<file path="config.mk">
export PLATFORM = sky130hd
export DESIGN_NAME = scratch_line_mem
export DESIGN_NICKNAME = d
export VERILOG_FILES = /design/src/rtl/scratch_pkg.sv /design/src/rtl/scratch_decode.sv /design/src/rtl/scratch_array.sv /design/src/rtl/scratch_rsp.sv /design/src/rtl/scratch_line_mem.sv
export SDC_FILE = /design/constraint.sdc
export NUM_CORES = 1
export LEC_CHECK = 0
export ABC_CLOCK_PERIOD_IN_PS = 1650
export BUFFER_PORTS_ARGS = -buffer_cell sky130_fd_sc_hd__buf_2
export CAP_MARGIN = 15
export CORE_UTILIZATION = 52
export CTS_CLUSTER_SIZE = 20
export DETAILED_ROUTE_END_ITERATION = 8
export GPL_TIMING_DRIVEN = 0
export PLACE_DENSITY_LB_ADDON = 0.08
export SLEW_MARGIN = 20
export SYNTH_ARGS = -nofsm -noshare
export SYNTH_HDL_FRONTEND = slang
export SYNTH_SLANG_ARGS = --single-unit
</file>
<file path="constraint.sdc">
create_clock -name clk_i -period 1.65 [get_ports clk_i]
set_input_delay 0 -clock clk_i [delete_from_list [all_inputs] [get_ports clk_i]]
set_output_delay 0 -clock clk_i [all_outputs]
set_load 0.01 [all_outputs]
</file>
<file path="src/rtl/scratch_pkg.sv">
package scratch_pkg;
  localparam int unsigned OP_W = 3;
  localparam logic [OP_W-1:0] OP_LOAD  = 3'b101;
  localparam logic [OP_W-1:0] OP_STORE = 3'b110;
endpackage

</file>
<file path="src/rtl/scratch_decode.sv">
module scratch_decode
  import scratch_pkg::*;
#(
  parameter int unsigned CMD_W   = 9,
  parameter int unsigned FIELD_W = 5,
  parameter int unsigned LINE_AW = 2
) (
  input  logic               valid_i,
  input  logic [CMD_W-1:0]   cmd_i,
  output logic               ld_o,
  output logic               st_o,
  output logic               dbl_o,
  output logic [LINE_AW-1:0] line_o,
  output logic               lo_half_o
);
  localparam int unsigned DBL_BIT = FIELD_W;
  localparam int unsigned OP_LSB  = FIELD_W + 1;

  logic [OP_W-1:0]    op;
  logic [FIELD_W-1:0] field;
  logic               unused_field;

  assign op    = cmd_i[OP_LSB +: OP_W];
  assign field = cmd_i[FIELD_W-1:0];
  assign unused_field = ^field[FIELD_W-1:LINE_AW+1];

  always_comb begin
    ld_o  = valid_i && (op == OP_LOAD);
    st_o  = valid_i && (op == OP_STORE);
    dbl_o = cmd_i[DBL_BIT];
    if (dbl_o) begin
      line_o    = field[LINE_AW-1:0];
      lo_half_o = 1'b0;
    end else begin
      line_o    = field[LINE_AW:1];
      lo_half_o = field[0];
    end
  end
endmodule

</file>
<file path="src/rtl/scratch_array.sv">
module scratch_array #(
  parameter int unsigned WORD_W    = 6,
  parameter int unsigned NUM_LINES = 4,
  parameter int unsigned LINE_AW   = $clog2(NUM_LINES),
  parameter int unsigned LINE_W    = 2 * WORD_W
) (
  input  logic               clk_i,
  input  logic               rst_ni,
  input  logic               st_i,
  input  logic               dbl_i,
  input  logic               lo_half_i,
  input  logic [LINE_AW-1:0] line_i,
  input  logic [WORD_W-1:0]  hi_data_i,
  input  logic [WORD_W-1:0]  lo_data_i,
  output logic [LINE_W-1:0]  rd_line_o
);
  logic [LINE_W-1:0] lines_q [NUM_LINES];

  for (genvar g = 0; g < NUM_LINES; g++) begin : g_line
    logic sel;
    assign sel = st_i && (line_i == LINE_AW'(g));
    always_ff @(posedge clk_i or negedge rst_ni) begin
      if (!rst_ni) begin
        lines_q[g] <= '0;
      end else if (sel) begin
        if (dbl_i)          lines_q[g] <= {hi_data_i, lo_data_i};
        else if (lo_half_i) lines_q[g][WORD_W-1:0] <= hi_data_i;
        else                lines_q[g][LINE_W-1:WORD_W] <= hi_data_i;
      end
    end
  end

  assign rd_line_o = lines_q[line_i];
endmodule

</file>
<file path="src/rtl/scratch_rsp.sv">
module scratch_rsp #(
  parameter int unsigned WORD_W = 6,
  parameter int unsigned LINE_W = 2 * WORD_W
) (
  input  logic              clk_i,
  input  logic              rst_ni,
  input  logic              ld_i,
  input  logic              dbl_i,
  input  logic              lo_half_i,
  input  logic [LINE_W-1:0] rd_line_i,
  output logic [WORD_W-1:0] hi_data_o,
  output logic              hi_we_o,
  output logic [WORD_W-1:0] lo_data_o,
  output logic              lo_we_o
);
  logic [WORD_W-1:0] upper, lower, hi_next;

  assign upper   = rd_line_i[LINE_W-1:WORD_W];
  assign lower   = rd_line_i[WORD_W-1:0];
  assign hi_next = (!dbl_i && lo_half_i) ? lower : upper;

  always_ff @(posedge clk_i or negedge rst_ni) begin
    if (!rst_ni) begin
      hi_data_o <= '0;
      lo_data_o <= '0;
      hi_we_o   <= 1'b0;
      lo_we_o   <= 1'b0;
    end else begin
      hi_we_o <= ld_i;
      lo_we_o <= ld_i && dbl_i;
      if (ld_i) begin
        hi_data_o <= hi_next;
        lo_data_o <= lower;
      end
    end
  end
endmodule

</file>
<file path="src/rtl/scratch_line_mem.sv">
module scratch_line_mem #(
  parameter int unsigned WORD_W    = 6,
  parameter int unsigned NUM_LINES = 4,
  parameter int unsigned FIELD_W   = 5,
  parameter int unsigned CMD_W     = FIELD_W + 4
) (
  input  logic              clk_i,
  input  logic              rst_ni,
  input  logic              cmd_valid_i,
  input  logic [CMD_W-1:0]  cmd_i,
  input  logic [WORD_W-1:0] r6_i,
  input  logic [WORD_W-1:0] r7_i,
  output logic [WORD_W-1:0] r6_wdata_o,
  output logic              r6_we_o,
  output logic [WORD_W-1:0] r7_wdata_o,
  output logic              r7_we_o
);
  localparam int unsigned LINE_AW = $clog2(NUM_LINES);
  localparam int unsigned LINE_W  = 2 * WORD_W;

  logic               ld, st, dbl, lo_half;
  logic [LINE_AW-1:0] line;
  logic [LINE_W-1:0]  rd_line;

  scratch_decode #(.CMD_W(CMD_W), .FIELD_W(FIELD_W), .LINE_AW(LINE_AW)) u_dec (
    .valid_i(cmd_valid_i), .cmd_i(cmd_i), .ld_o(ld), .st_o(st),
    .dbl_o(dbl), .line_o(line), .lo_half_o(lo_half)
  );

  scratch_array #(.WORD_W(WORD_W), .NUM_LINES(NUM_LINES), .LINE_AW(LINE_AW),
                  .LINE_W(LINE_W)) u_arr (
    .clk_i(clk_i), .rst_ni(rst_ni), .st_i(st), .dbl_i(dbl),
    .lo_half_i(lo_half), .line_i(line), .hi_data_i(r6_i),
    .lo_data_i(r7_i), .rd_line_o(rd_line)
  );

  scratch_rsp #(.WORD_W(WORD_W), .LINE_W(LINE_W)) u_rsp (
    .clk_i(clk_i), .rst_ni(rst_ni), .ld_i(ld), .dbl_i(dbl),
    .lo_half_i(lo_half), .rd_line_i(rd_line), .hi_data_o(r6_wdata_o),
    .hi_we_o(r6_we_o), .lo_data_o(r7_wdata_o), .lo_we_o(r7_we_o)
  );
endmodule

</file>
==> qor.txt, run 1 <==
RUN STATUS
------------------------------------------------------------------------------------
Status                                                                     completed

WORST SETUP PATH
------------------------------------------------------------------------------------
Reg2Reg Depth                                                                      4
Critical R2R Capture                                                    u_rsp.hi_data_o[2]$_DFFE_PN0P_
Slowest CP cell                                                         sky130_fd_sc_hd__nor3b_2
Data required time of the worst path                                         1.88 ns
Critical path startpoint category                                         input port
Cell-by-cell listing of the critical path                               buf_2 > and4b_1 > buf_2 > nand2_1 > nor3b_2 > mux2_2
Depth of the critical timing path with buffers and inverters included              6
Path type of the worst setup path                                          in -> reg
Cell type group with the largest total delay on the critical path       simple AND/OR/NAND/NOR gates
Endpoint of the worst setup timing path                                 u_arr.lines_q[32]$_DFFE_PN0P_
Worst flop-to-flop path startpoint                                      u_arr.lines_q[8]$_DFFE_PN0P_
Worst setup startpoint                                                      cmd_i[6]
Critical path capture point type                                                flop
Number of buffer and inverter instances along the worst setup path                 2
Most repeated library cell on the critical path                         sky130_fd_sc_hd__buf_2
Highest cell delay on the worst timing path                                  0.58 ns
Data arrival time at the worst-slack endpoint                                1.66 ns
Largest fanout on the critical path                                                6
Reg-to-reg setup timing slack                                                0.28 ns

CLOCK TREE
------------------------------------------------------------------------------------
Buffers inserted during post-CTS setup optimization                                0
Clk pin slew, worst setup/hold paths                                         0.07 ns
Num CTS Buffers                                                                    9
Root buffer cell                                                        sky130_fd_sc_hd__clkbuf_8
Number of sinks handled by clock tree synthesis                                   62
Level count of the clock H-tree                                                    3
CTS tree                                                                       built
Bufs on Longest Clock Path                                                         2
Clk_lat worst skew                                                           0.35 ns

PLACEMENT
------------------------------------------------------------------------------------
Port-buffer cells                                                                 32
Gpl congestion                                                                 0.778
Area after DPL                                                          0.00351 sq mm
HPWL Detailed                                                           5330 microns

ROUTING
------------------------------------------------------------------------------------
Post-route antenna net violation count                                             0
Vias per inst                                                                   5.93
Count of unresolved DRC violations after routing                                   0
Detailed router's first-iteration violation count                                191
Total routed wirelength                                                 8020 microns
1st-pass router iterations                                                         5
Routed wirelength normalized by instance count                          18.9 microns
Vias                                                                            2519

TIMING
------------------------------------------------------------------------------------
Final number of max-transition violations                                          0
Period utilisation layout                                                      86.8%
Clock period minus worst slack                                               1.43 ns
Final hold vios                                                                    0
Slew at the pin closest to its max-slew limit                               0.785 ns
Relative slew slack                                                            47.6%
Setup TNS Final                                                                 0 ns
Unrepaired setup endpoints after global routing                                   no
Final setup violation count                                                        0
Max Clock Skew                                                            0.00638 ns
Max frequency                                                                698 MHz

DIE
------------------------------------------------------------------------------------
Area enclosed by the die boundary                                       0.00657 sq mm
Width of the chip                                                       81.1 microns
Initial core utilization                                                       54.3%
Row count                                                                         28
Die height                                                              81.1 microns
Standard cell core area                                                 0.00599 sq mm
Count of boundary I/O pins                                                        38

GRT
------------------------------------------------------------------------------------
First-pass GRT wire length                                              12300 microns
Initial antenna violation count                                                    0
Via count of the first global-routing pass                                      2316
GRT Total Usage                                                                26.6%
Remaining global-route overflow                                                    0
Maximum number of pins on one net before global-route repair                      63

YOSYS
------------------------------------------------------------------------------------
Most numerous cell in the Yosys netlist                                 sky130_fd_sc_hd__dfrtp_1
Register bit count reported by yosys                                              62
Post-synthesis cell area                                                0.00325 sq mm
Top cell type's share of synthesized area                                      47.7%
Post-Syn Instances                                                               295
Top flip-flop cell by instance count after synthesis                    sky130_fd_sc_hd__dfrtp_1
Number of enable-type register cells in the synthesized netlist                    0
Count of yosys warnings during synthesis                                           0
Synthesized netlist net count                                                    319
Sequential fraction of the synthesis area                                      47.7%
Ranking of synthesized cells by area                                    sky130_fd_sc_hd__dfrtp_1 48%, sky130_fd_sc_hd__mux2_2 12%, sky130_fd_sc_hd__mux2i_1 10%
Avg Synthesized Cell Area                                                 11.0 sq um
Post-synthesis cell type with the largest combined area                 sky130_fd_sc_hd__dfrtp_1
Number of unique standard cell types used by synthesis                            42
Commonest cells in the synthesized netlist                              62 x sky130_fd_sc_hd__dfrtp_1, 36 x sky130_fd_sc_hd__mux2_2, 33 x sky130_fd_sc_hd__mux2i_1
Async S/R FF share, synth                                                       100%

WORST HOLD PATH
------------------------------------------------------------------------------------
Hold Crit Class                                                            in -> reg
Hold Path Depth                                                                    3

POWER AND IR DROP
------------------------------------------------------------------------------------
Maximum vdd ir drop                                                       0.000768 V
PnR Total Power                                                            0.00458 W
Power density cells                                                     1200 mW/mm^2
P_leak                                                                       1.81 nW

CELLS AND AREA
------------------------------------------------------------------------------------
Core occupancy in the finished layout                                          63.6%
Post-route standard cell area excluding fillers                         0.00381 sq mm
Synth-to-layout area growth                                                    17.2%
Number of nets in the layout                                                     369
Proportion of layout cells with a drive suffix above 1                         31.4%
Antenna Diode Count                                                                0

JOB
------------------------------------------------------------------------------------
Number of max-capacitance violations reported                                      0

==> metrics by stage <==
step	cells	hold slack, ns	setup WS, ns
finish	425	0.0207	0.218
floorplan	295	-0.296	0.273
CTS	425	0.0328	0.200
global route	425	0.0625	0.147
global placement	402	0.296	-0.0873
detailed placement	402	0.134	-0.132
==> report_power, final <==
group          internal, W  total [W]  switching, W
logic             0.000483   0.000934      0.000452
registers          0.00184    0.00206      0.000218
clock network     0.000973    0.00158      0.000610
total              0.00330    0.00458       0.00128
==> state kept, by name (all words and copies together) (netlist names) <==
signal	flops
u_rsp.hi_we_o	1
u_rsp.lo_we_o	1
u_rsp.lo_data_o	6
u_arr.lines_q	48
u_rsp.hi_data_o	6
==> cell families after synthesis <==
logic type | Yosys count | synth area share (%)
flip-flops | 62 | 47.7
buffers and inverters | 25 | 3.96
AO/OA/AOI/OAI | 66 | 13.4
multiplexers | 72 | 24.4
AND/OR/NAND/NOR | 70 | 10.5
==> layout by cell type, fill, tap and decap left out, types with 2 or more instances in the layout <==
master / netlist / layout
sky130_fd_sc_hd__a21bo_2: 2 / 2
sky130_fd_sc_hd__o311a_1: 2 / 2
sky130_fd_sc_hd__a221o_1: 2 / 2
sky130_fd_sc_hd__nor2_1: 15 / 15
sky130_fd_sc_hd__o22ai_1: 3 / 3
sky130_fd_sc_hd__o21ai_1: 6 / 6
sky130_fd_sc_hd__a211oi_1: 4 / 4
sky130_fd_sc_hd__buf_2: 13 / 44
sky130_fd_sc_hd__nor2b_1: 3 / 3
sky130_fd_sc_hd__clkbuf_1: 4 / 5
sky130_fd_sc_hd__a21oi_1: 16 / 16
sky130_fd_sc_hd__a221oi_1: 5 / 5
sky130_fd_sc_hd__inv_1: 4 / 4
sky130_fd_sc_hd__o21ai_0: 14 / 14
sky130_fd_sc_hd__a21boi_0: 3 / 3
sky130_fd_sc_hd__mux2_2: 36 / 36
sky130_fd_sc_hd__nand2b_1: 8 / 8
sky130_fd_sc_hd__dfrtp_1: 62 / 62
sky130_fd_sc_hd__o2111ai_1: 2 / 2
sky130_fd_sc_hd__buf_4: 3 / 4
sky130_fd_sc_hd__mux2i_1: 33 / 33
sky130_fd_sc_hd__nand2_1: 31 / 31
sky130_fd_sc_hd__a31oi_1: 2 / 2
sky130_fd_sc_hd__o221ai_1: 2 / 2
sky130_fd_sc_hd__bufinv_16: 0 / 2
sky130_fd_sc_hd__dlygate4sd3_1: 0 / 7
sky130_fd_sc_hd__nor3b_1: 3 / 3
sky130_fd_sc_hd__clkbuf_8: 0 / 12
==> how the worst min path moves through the flow <==
| stage | start | endpoint | slack (ns) |
|---|---|---|---|
| after CTS | r7_i[3] | u_arr.lines_q[39]$_DFFE_PN0P_ | 0.03 |
| after global routing | r7_i[3] | u_arr.lines_q[39]$_DFFE_PN0P_ | 0.06 |
| after global placement | r6_i[3] | u_arr.lines_q[21]$_DFFE_PN0P_ | 0.30 |
| after detailed placement | rst_ni | u_rsp.lo_data_o[2]$_DFFE_PN0P_ | 0.13 |
| final | r7_i[3] | u_arr.lines_q[39]$_DFFE_PN0P_ | 0.02 |
| after floorplan | rst_ni | u_arr.lines_q[0]$_DFFE_PN0P_ | -0.30 |
==> area by class of cell <==
cell class / count / area (sq um)
buffer: 21 / 114
timing repair buffer: 39 / 233
clock buffer: 13 / 169
fill: 490 / 2180
tap: 75 / 93.8
multi-input combinational: 208 / 1570
inverter: 4 / 15.0
clock inverter: 3 / 65.1
sequential: 62 / 1550
==> what timing repair did <==
item | in CTS | in global routing
gates resized for setup | 0 | 0
hold endpoints to repair | 86 | 0
hold buffers | 7 | 0
==> per-layer routing <==
| metal | part of all wire [%] | GRT usage (%) |
|---|---|---|
| met1 | 48 | 37.6 |
| met2 | 45 | 40.2 |
| met3 | 4.8 | 4.04 |
| met4 | 2.2 | 12.0 |
| met5 | 0 | 0 |
==> worst reg2reg max path: stages, from the launching register on <==
cell                       delay (ns)
sky130_fd_sc_hd__dfrtp_1         0.39
sky130_fd_sc_hd__a21boi_0        0.16
sky130_fd_sc_hd__o22ai_1         0.11
sky130_fd_sc_hd__a221oi_1        0.40
sky130_fd_sc_hd__o21ai_0         0.18
(Power assumes the default switching activity.)
==> inputs of run 2 (changes only) <==
==> constraint.sdc (replaced) <==
create_clock -name clk_i -period 1.65 [get_ports clk_i]
set_input_delay 0.495 -clock clk_i [delete_from_list [all_inputs] [get_ports clk_i]]
set_output_delay 0.495 -clock clk_i [all_outputs]
set_load 0.01 [all_outputs]
==> run 2 against run 1 <==
  * First-iteration DRC count fell by 28%
  * Wire length decreased by 0.49%
  * Cell area up 3.2%
  * Hold slack improved by 0.21 ns
  * Setup slack worse by 0.17 ns
  * Clock-buffer cell count fell by 1
  * Sequential cell count stayed put
==> qor.txt, run 2 (synthesis results as in run 1) <==
POWER AND IR DROP
---------------------------------------------------------------------------
P_leak                                                              1.84 nW   was 1.81 nW
Maximum vdd ir drop                                              0.000791 V   was 0.000768 V
Power density cells                                            1150 mW/mm^2   was 1200 mW/mm^2
PnR Total Power                                                   0.00452 W   was 0.00458 W

CELLS AND AREA
---------------------------------------------------------------------------
Proportion of layout cells with a drive suffix above 1                37.9%   was 31.4%
Leading cell types in the layout, fill and taps excluded       62 x sky130_fd_sc_hd__dfrtp_1, 36 x sky130_fd_sc_hd__mux2_2, 35 x sky130_fd_sc_hd__buf_2, 29 x sky130_fd_sc_hd__nand2_1, 27 x sky130_fd_sc_hd__mux2i_1   was 62 x sky130_fd_sc_hd__dfrtp_1, 44 x sky130_fd_sc_hd__buf_2, 36 x sky130_fd_sc_hd__mux2_2, 33 x sky130_fd_sc_hd__mux2i_1, 31 x sky130_fd_sc_hd__nand2_1
Top flop regs                                                  u_arr.lines_q: 48 flops, u_rsp.hi_data_o: 6 flops, u_rsp.lo_data_o: 6 flops   unchanged
Number of cells in the finished layout apart from fillers               426   was 425
Post-route standard cell area excluding fillers                0.00394 sq mm   was 0.00381 sq mm
Most common cell after layout, fill and taps aside             sky130_fd_sc_hd__dfrtp_1   unchanged
Max FFs per register                                                     48   unchanged
Number of nets in the layout                                            370   was 369
Top register by number of flip-flops                           u_arr.lines_q   unchanged
Synth-to-layout area growth                                           21.0%   was 17.2%
Antenna Diode Count                                                       0   unchanged

WORST SETUP PATH
---------------------------------------------------------------------------
Critical path capture point type                                       flop   unchanged
Largest fanout on the critical path                                      10   was 6
Data required time of the worst path                                1.86 ns   was 1.88 ns
Critical path startpoint category                                input port   unchanged
Data arrival time at the worst-slack endpoint                       1.81 ns   was 1.66 ns
Path type of the worst setup path                                 in -> reg   unchanged

GRT
---------------------------------------------------------------------------
Via count of the first global-routing pass                             2405   was 2316
GRT Total Usage                                                       27.3%   was 26.6%
Maximum number of pins on one net before global-route repair             63   unchanged
Remaining global-route overflow                                           0   unchanged
First-pass GRT wire length                                     12900 microns   was 12300 microns
Initial antenna violation count                                           0   unchanged

TIMING
---------------------------------------------------------------------------
Setup TNS Final                                                        0 ns   unchanged
Max Clock Skew                                                   0.00459 ns   was 0.00638 ns
Max frequency                                                       624 MHz   was 698 MHz
Post-layout worst setup margin                                    0.0471 ns   was 0.218 ns
Final hold vios                                                           0   unchanged
Clock period minus worst slack                                      1.60 ns   was 1.43 ns
Period utilisation layout                                             97.1%   was 86.8%
Relative slew slack                                                   49.6%   was 47.6%
Final setup violation count                                               0   unchanged
Unrepaired setup endpoints after global routing                          no   unchanged
Final number of max-transition violations                                 0   unchanged
Slew at the pin closest to its max-slew limit                      0.756 ns   was 0.785 ns

PLACEMENT
---------------------------------------------------------------------------
Area after DPL                                                 0.00358 sq mm   was 0.00351 sq mm
HPWL Detailed                                                  5450 microns   was 5330 microns
Gpl congestion                                                        0.864   was 0.778
Port-buffer cells                                                        32   unchanged
Number of placed cells counting well taps                               402   unchanged
Pre-CTS setup slack                                               -0.525 ns   was -0.132 ns

ROUTING
---------------------------------------------------------------------------
1st-pass router iterations                                                4   was 5
Vias per inst                                                          5.88   was 5.93
Total routed wirelength                                        7980 microns   was 8020 microns
Detailed router's first-iteration violation count                       137   was 191
Post-route antenna net violation count                                    0   unchanged
Vias                                                                   2506   was 2519
Routed wirelength normalized by instance count                 18.7 microns   was 18.9 microns
Count of unresolved DRC violations after routing                          0   unchanged

CLOCK TREE
---------------------------------------------------------------------------
Hold-fix buffers, CTS                                                     0   was 7
Root buffer cell                                               sky130_fd_sc_hd__clkbuf_8   unchanged
Level count of the clock H-tree                                           3   unchanged
CTS tree                                                              built   unchanged
Clk_lat worst skew                                                  0.34 ns   was 0.35 ns
Bufs on Longest Clock Path                                                2   unchanged
Num CTS Buffers                                                           9   unchanged
Clk pin slew, worst setup/hold paths                                0.07 ns   about the same
Number of sinks handled by clock tree synthesis                          62   unchanged

DIE
---------------------------------------------------------------------------
Row count                                                                28   unchanged
Initial core utilization                                              54.3%   unchanged
Area enclosed by the die boundary                              0.00657 sq mm   unchanged
Count of boundary I/O pins                                               38   unchanged
Width of the chip                                              81.1 microns   unchanged
Die height                                                     81.1 microns   unchanged
Standard cell core area                                        0.00599 sq mm   unchanged

RUN STATUS
---------------------------------------------------------------------------
Status                                                            completed   unchanged

WORST HOLD PATH
---------------------------------------------------------------------------
Hold Crit Class                                                 in -> async   was in -> reg

JOB
---------------------------------------------------------------------------
Number of max-capacitance violations reported                             0   unchanged

==> run 2: cell count changes in the layout (fill, tap and decap cells not counted), moves of 3 or more <==
cell,change
sky130_fd_sc_hd__buf_2,-9
sky130_fd_sc_hd__buf_4,+11
sky130_fd_sc_hd__buf_6,+3
sky130_fd_sc_hd__dlygate4sd3_1,-7
sky130_fd_sc_hd__mux2i_1,-6
sky130_fd_sc_hd__mux2i_2,+5
==> run 2: critical path, cell delays in order <==
cell and delay [ns]:
sky130_fd_sc_hd__buf_2 0.13, sky130_fd_sc_hd__clkbuf_4 0.24, sky130_fd_sc_hd__buf_4 0.22, sky130_fd_sc_hd__mux2i_1 0.21
sky130_fd_sc_hd__o22ai_1 0.10, sky130_fd_sc_hd__a221oi_2 0.27, sky130_fd_sc_hd__o21ai_0 0.14
==> run 2: power breakdown <==
part / switching, W / internal (W)
registers: 0.000219 / 0.00184
clock network: 0.000584 / 0.000888
logic: 0.000477 / 0.000511
==> run 2: layout make-up <==
class / count / area [sq um]
buffer: 21 / 161
clock buffer: 12 / 145
clock inverter: 4 / 70.1
fill: 479 / 2050
inverter: 4 / 15.0
multi-input combinational: 208 / 1660
sequential: 62 / 1550
tap: 75 / 93.8
timing repair buffer: 40 / 235
==> run 2: per-layer routing <==
metal	wire length (microns)	track usage [%]
met2	3660	39.1
met5	0	0
met3	465	4.61
met4	211	13.6
met1	3650	39.7
==> run 2: stage by stage <==
step                utilization [%]  hold WS, ns
detailed placement             59.8        0.470
floorplan                         -        0.199
global placement               59.8        0.464
CTS                            65.0        0.260
global route                   65.7        0.307
finish                         65.7        0.228
==> run 2: worst paths after layout <==
check,from,end,slack [ns],depth (start not counted)
worst max-delay path,cmd_i[2],u_rsp.hi_data_o[4]$_DFFE_PN0P_,0.05,7
worst min-delay path,rst_ni,u_rsp.lo_data_o[5]$_DFFE_PN0P_,0.23,1
worst max register to register,u_arr.lines_q[6]$_DFFE_PN0P_,u_rsp.hi_data_o[0]$_DFFE_PN0P_,0.37,4
worst min register to register,u_rsp.lo_data_o[0]$_DFFE_PN0P_,u_rsp.lo_data_o[0]$_DFFE_PN0P_,0.48,2
max in group asynchronous,rst_ni,u_arr.lines_q[22]$_DFFE_PN0P_,0.93,1
min in group clk_i,r6_i[2],u_arr.lines_q[8]$_DFFE_PN0P_,0.47,2
==> run 2: timing repair <==
item | CTS | global route
hold endpoints to repair | 0 | 0
pin swaps | 1 | 0
gates resized for setup | 6 | 15
endpoints found under the setup margin | 30 | 26
setup buffers | 8 | 0
